$ cat src/rtl/csg_pkg.sv
package csg_pkg;
  typedef enum logic {
    RDY_TWO_STAGE = 1'b0,
    RDY_ONE_STAGE = 1'b1
  } rdy_mode_e;

  typedef struct packed {
    logic rise;
    logic fall;
  } clk_evt_t;
endpackage

$ cat src/rtl/csg_src_div.sv
module csg_src_div
  import csg_pkg::*;
#(
  parameter int unsigned DIV = 3
) (
  input  logic     clk_i,
  input  logic     rst_ni,
  input  logic     xtal_i,
  input  logic     ext_i,
  input  logic     src_sel_i,
  input  logic     csync_i,
  output logic     cpu_clk_o,
  output logic     per_clk_o,
  output clk_evt_t evt_o
);
  localparam int unsigned CNT_W = (DIV > 2) ? $clog2(DIV) : 1;
  localparam logic [CNT_W-1:0] LAST = CNT_W'(DIV - 1);

  logic             src, src_q, src_rise, adv;
  logic [CNT_W-1:0] cnt_q;
  logic             per_q;

  assign src      = src_sel_i ? ext_i : xtal_i;
  assign src_rise = src & ~src_q;
  assign adv      = src_rise & ~csync_i;

  assign evt_o.rise = adv & (cnt_q == LAST);
  assign evt_o.fall = adv & (cnt_q == '0);

  always_ff @(posedge clk_i or negedge rst_ni) begin
    if (!rst_ni) begin
      src_q <= 1'b0;
      cnt_q <= '0;
      per_q <= 1'b0;
    end else begin
      src_q <= src;
      if (csync_i)                cnt_q <= '0;
      else if (src_rise)          cnt_q <= (cnt_q == LAST) ? '0 : cnt_q + CNT_W'(1);
      if (evt_o.rise)             per_q <= ~per_q;
    end
  end

  // high for one source period out of DIV
  assign cpu_clk_o = (cnt_q == '0);
  assign per_clk_o = per_q;


  csync_hold_chk: assert property (@(posedge clk_i) disable iff (!rst_ni)
    csync_i |=> (cpu_clk_o && $stable(per_clk_o)));


  pclk_edge_chk: assert property (@(posedge clk_i) disable iff (!rst_ni)
    !$stable(per_clk_o) |-> $rose(cpu_clk_o));
endmodule

$ cat src/rtl/csg_reset_sync.sv
module csg_reset_sync (
  input  logic clk_i,
  input  logic rst_ni,
  input  logic fall_i,
  input  logic req_ni,
  output logic reset_o
);
  logic reset_q;

  always_ff @(posedge clk_i or negedge rst_ni) begin
    if (!rst_ni)     reset_q <= 1'b1;
    else if (fall_i) reset_q <= ~req_ni;
  end

  assign reset_o = reset_q;


  reset_edge_chk: assert property (@(posedge clk_i) disable iff (!rst_ni)
    !$stable(reset_o) |-> ($past(fall_i) && (reset_o == !$past(req_ni))));
endmodule

$ cat src/rtl/csg_ready_sync.sv
module csg_ready_sync
  import csg_pkg::*;
(
  input  logic     clk_i,
  input  logic     rst_ni,
  input  clk_evt_t evt_i,
  input  logic     mode_i,
  input  logic     rdy_a_i,
  input  logic     aen_a_ni,
  input  logic     rdy_b_i,
  input  logic     aen_b_ni,
  output logic     ready_o
);
  rdy_mode_e mode;
  logic      req, stage1_q, ready_q;

  assign mode = rdy_mode_e'(mode_i);
  assign req  = (rdy_a_i & ~aen_a_ni) | (rdy_b_i & ~aen_b_ni);

  always_ff @(posedge clk_i or negedge rst_ni) begin
    if (!rst_ni) begin
      stage1_q <= 1'b0;
      ready_q  <= 1'b0;
    end else begin
      if (evt_i.rise) stage1_q <= req;
      if (evt_i.fall) ready_q  <= (mode == RDY_ONE_STAGE) ? req : stage1_q;
    end
  end

  assign ready_o = ready_q;


  ready_edge_chk: assert property (@(posedge clk_i) disable iff (!rst_ni)
    !$stable(ready_o) |-> $past(evt_i.fall));


  one_stage_chk: assert property (@(posedge clk_i) disable iff (!rst_ni)
    (evt_i.fall && mode == RDY_ONE_STAGE) |=> (ready_o == $past(req)));
endmodule

$ cat src/rtl/clk_sync_gen.sv
module clk_sync_gen
  import csg_pkg::*;
#(
  parameter int unsigned CLK_DIV = 3
) (
  input  logic clk_i,
  input  logic rst_ni,
  input  logic xtal_i,
  input  logic ext_freq_i,
  input  logic src_sel_i,
  input  logic csync_i,
  input  logic rst_req_ni,
  input  logic rdy_a_i,
  input  logic aen_a_ni,
  input  logic rdy_b_i,
  input  logic aen_b_ni,
  input  logic rdy_mode_i,
  output logic osc_o,
  output logic cpu_clk_o,
  output logic per_clk_o,
  output logic reset_o,
  output logic ready_o
);
  clk_evt_t evt;

  assign osc_o = xtal_i;

  csg_src_div #(.DIV(CLK_DIV)) u_div (
    .clk_i     (clk_i),
    .rst_ni    (rst_ni),
    .xtal_i    (xtal_i),
    .ext_i     (ext_freq_i),
    .src_sel_i (src_sel_i),
    .csync_i   (csync_i),
    .cpu_clk_o (cpu_clk_o),
    .per_clk_o (per_clk_o),
    .evt_o     (evt)
  );

  csg_reset_sync u_rst (
    .clk_i   (clk_i),
    .rst_ni  (rst_ni),
    .fall_i  (evt.fall),
    .req_ni  (rst_req_ni),
    .reset_o (reset_o)
  );

  csg_ready_sync u_rdy (
    .clk_i    (clk_i),
    .rst_ni   (rst_ni),
    .evt_i    (evt),
    .mode_i   (rdy_mode_i),
    .rdy_a_i  (rdy_a_i),
    .aen_a_ni (aen_a_ni),
    .rdy_b_i  (rdy_b_i),
    .aen_b_ni (aen_b_ni),
    .ready_o  (ready_o)
  );


  reset_on_fall_chk: assert property (@(posedge clk_i) disable iff (!rst_ni)
    !$stable(reset_o) |-> $fell(cpu_clk_o));


  ready_on_fall_chk: assert property (@(posedge clk_i) disable iff (!rst_ni)
    !$stable(ready_o) |-> $fell(cpu_clk_o));
endmodule

$ cat config.mk
export PLATFORM = sky130hd
export DESIGN_NAME = clk_sync_gen
export DESIGN_NICKNAME = d
export VERILOG_FILES = /design/src/rtl/csg_pkg.sv /design/src/rtl/csg_src_div.sv /design/src/rtl/csg_reset_sync.sv /design/src/rtl/csg_ready_sync.sv /design/src/rtl/clk_sync_gen.sv
export SDC_FILE = /design/constraint.sdc
export NUM_CORES = 1
export LEC_CHECK = 0
export ABC_AREA = 0
export BUFFER_PORTS_ARGS = -buffer_cell sky130_fd_sc_hd__buf_2
export CAP_MARGIN = 20
export CELL_PAD_IN_SITES_DETAIL_PLACEMENT = 0
export CELL_PAD_IN_SITES_GLOBAL_PLACEMENT = 1
export CORE_MARGIN = 8
export CORE_UTILIZATION = 27
export DETAILED_ROUTE_END_ITERATION = 8
export PLACE_DENSITY = 0.63
export SETUP_SLACK_MARGIN = 0.2
export SYNTH_ARGS = -nofsm -noshare
export SYNTH_HDL_FRONTEND = slang
export SYNTH_SLANG_ARGS = --single-unit
$ cat constraint.sdc
create_clock -name clk_i -period 1.25 [get_ports clk_i]
set_input_delay 0.0625 -clock clk_i [delete_from_list [all_inputs] [get_ports clk_i]]
set_output_delay 0.0625 -clock clk_i [all_outputs]
set_load 0.02 [all_outputs]
==> impl_metrics.csv <==
group,metric,value,unit
drt,antenna_violating_nets_post_route,0,
final_layout,area.growth.synth_to_final,56.7,%
clock_network,htree_levels,1,
grt,first_global_vias,343,
final_layout,net_total_in_the_final_layout,71,
grt,global_route_overflow,0,
die,die_h,52.3,um
setup_path,critical_path_required,1.38,ns
drt,detail_route.wirelength,891,um
setup_path,worst-setup-path-type,"reg -> reg",
sta,finalSetupViolCount,0,
min_path,hold_class,"in -> reg",
final_layout,fraction_of_final_layout_cells_sized_beyond_drive_strength_1,0.552,
setup_path,cp-end-kind,"register",
final_layout,num-fill-cells,134,
clock_network,max-clock-path-buffers,2,
synthesis,syn-num-nets,43,
drt,post_drt_wl_per_cell,12.2,um
drt,drt-pass1-iter-count,2,
sta,finalHoldViolCount,0,
drt,route.vias.total,320,
run,drv_cap,0,
die,placeableCoreArea,1270,um2
sta,min_period_over_period,0.959,
synthesis,yosys.cell_types.count,20,
grt,grtUsageTotal,0.0715,
placement,port_buffers,16,
setup_path,crit_path_start_kind,"register",
sta,timing.clock.skew,0.00342,ns
sta,whs,0.0459,ns
synthesis,ys.warnings.count,0,
clock_network,clk-insertion-delay-late,0.25,ns
power,p_per_area,1280,nW/um2
power,irDropWorstVdd,0.537,mV
grt,maximum_number_of_pins_on_one_net_before_global_route_repair,8,
sta,final_period_minus_worst_setup_slack,1.20,ns
synthesis,syn-mean-instance-area,11.5,um2
die,initial_core_util,0.280,
grt,global_route_wire_length_before_repair,1.44,mm
clock_network,root_driver,"clkbuf_4",
setup_path,arrival,1.33,ns
drt,drc,0,
grt,antenna_found_initial,0,
clock_network,clkSlewWorstSetupHoldPaths,0.05,ns
synthesis,post_synth_instance_area,355,um2
synthesis,synth-seq-cells,7,
sta,worstMarginPinSlew,0.346,ns
synthesis,synth_cells,31,
run_status,status,"finished, final reports clean",
clock_network,clock_sink_count,7,
sta,fin_tns_setup,0,ns
sta,rsz0062_at_grt,"true",
sta,fmax,834,MHz
sta,report.final.slew_viol_count,0,
power,leakage,0.286,nW
drt,drt-initial-drc-count,1,
clock_network,tritoncts,"done",
synthesis,sequential_element_share_of_the_synthesized_area,0.496,
die,fp.dieW,52.3,um
placement,globalplace.congestion,0.750,
die,boundaryPins,17,
clock_network,numCtsBuffers,3,
die,rows,13,
sta,slew-limit-headroom,0.765,
final_layout,num_antenna_cells,0,
die,die_area,2730,um2
drt,detail_route.vias_per_cell,4.38,
setup_path,crit_fanout,2,
[final cells by class]
class | count | area (um2) | share of cell area
inverter | 3 | 11.3 | 0.0202
timing repair buffer | 24 | 155 | 0.279
tap | 15 | 18.8 | 0.0337
multi-input combinational | 20 | 169 | 0.303
sequential | 7 | 176 | 0.317
clock buffer | 4 | 26.3 | 0.0472
[placed cells by master, fill, tap and decap left out]
cell / Yosys / routed
a21oi_1: 2 / 2
a31oi_1: 2 / 2
a41oi_1: 1 / 1
and4_4: 1 / 1
buf_2: 0 / 15
buf_4: 1 / 5
buf_6: 0 / 2
clkbuf_1: 0 / 1
clkbuf_4: 0 / 3
dfrtp_1: 6 / 6
dfstp_2: 1 / 1
dlygate4sd3_1: 0 / 2
inv_1: 2 / 2
inv_2: 1 / 1
mux2_4: 0 / 1
mux2i_1: 1 / 1
mux2i_2: 1 / 1
nand2b_1: 2 / 2
nand3_1: 1 / 1
nand4b_1: 1 / 1
nor2_1: 2 / 2
nor2_4: 0 / 1
nor4b_4: 1 / 1
o21ai_0: 2 / 2
xor2_1: 1 / 1
[synth_stat cells]
cell | number | share of area
dfrtp_1 | 6 | 0.42
a21oi_1 | 2 | 0.028
a31oi_1 | 2 | 0.035
inv_1 | 2 | 0.021
nand2b_1 | 2 | 0.035
nor2_1 | 2 | 0.021
o21ai_0 | 2 | 0.028
a41oi_1 | 1 | 0.025
and4_4 | 1 | 0.032
buf_4 | 1 | 0.021
dfstp_2 | 1 | 0.074
inv_2 | 1 | 0.011
mux2_1 | 1 | 0.032
mux2i_1 | 1 | 0.028
mux2i_2 | 1 | 0.039
nand3_1 | 1 | 0.014
nand4b_1 | 1 | 0.025
nor2_2 | 1 | 0.018
nor4b_4 | 1 | 0.067
xor2_1 | 1 | 0.025
[power breakdown]
group | internal (W) | switching, W | leakage, nW
logic | 0.000103 | 0.000112 | 0.182
clock network | 0.000122 | 0.0000798 | 0.0150
registers | 0.000273 | 0.0000234 | 0.0886
[registers in the layout (all words and copies together) (netlist names)]
| register | count |
|---|---|
| u_div.cnt_q | 2 |
| u_div.per_clk_o | 1 |
| u_div.src_q | 1 |
| u_rdy.ready_o | 1 |
| u_rdy.stage1_q | 1 |
| u_rst.reset_o | 1 |
[stage by stage]
step / cell area, um2 / util / cells / setup slack (ns) / total power, W
6_report: 557 / 0.439 / 73 / 0.0507 / 0.000714
3_3_place_gp: 474 / 0.374 / 64 / 0.0541 / 0.000485
3_5_place_dp: 474 / 0.374 / 64 / 0.0108 / 0.000490
4_1_cts: 539 / 0.425 / 72 / 0.0367 / 0.000720
2_1_floorplan: 360 / - / 31 / -0.0677 / 0.000411
5_1_grt: 557 / 0.439 / 73 / -0.000956 / 0.000758
[what timing repair did]
action | CTS | global route
hold buffers | 2 | 0
setup endpoints to repair | 4 | 6
gates resized for setup | 1 | 3
buffers inserted | 2 | 1
endpoints found under the hold margin | 8 | 0
pin swaps | 1 | 2
[metal layers]
metal | track usage | routed length [um]
met3 | 0.0256 | 60
met4 | 0.0647 | 0
met1 | 0.0731 | 370
met5 | 0 | 0
met2 | 0.112 | 461
[cells by family after synthesis]
| logic type | share of synthesized area |
|---|---|
| buffers and inverters | 0.0528 |
| flip-flops | 0.496 |
| multiplexers | 0.0986 |
| XOR/XNOR | 0.0247 |
| AO/OA/AOI/OAI | 0.116 |
| AND/OR/NAND/NOR | 0.211 |
[worst max-delay path, cell delays in order, from the launching register on]
cell     delay (ns)
dfrtp_1        0.40
nor2_4         0.11
nor4b_4        0.24
mux2_4         0.33
[path summary, 6_finish.rpt]
kind,start,to,slack [ns],cells after the start
worst max-delay path,u_div.cnt_q[0],u_rdy.ready_o,0.05,3
worst min-delay path,csync_i,u_div.cnt_q[1],0.05,2
worst max register to register,u_div.cnt_q[0],u_rdy.ready_o,0.05,3
worst min register to register,u_div.per_clk_o,u_div.per_clk_o,0.46,1
max in group asynchronous,rst_ni,u_rst.reset_o,0.84,2
min in group asynchronous,rst_ni,u_div.cnt_q[1],0.18,2
(Power assumes the default switching activity.)
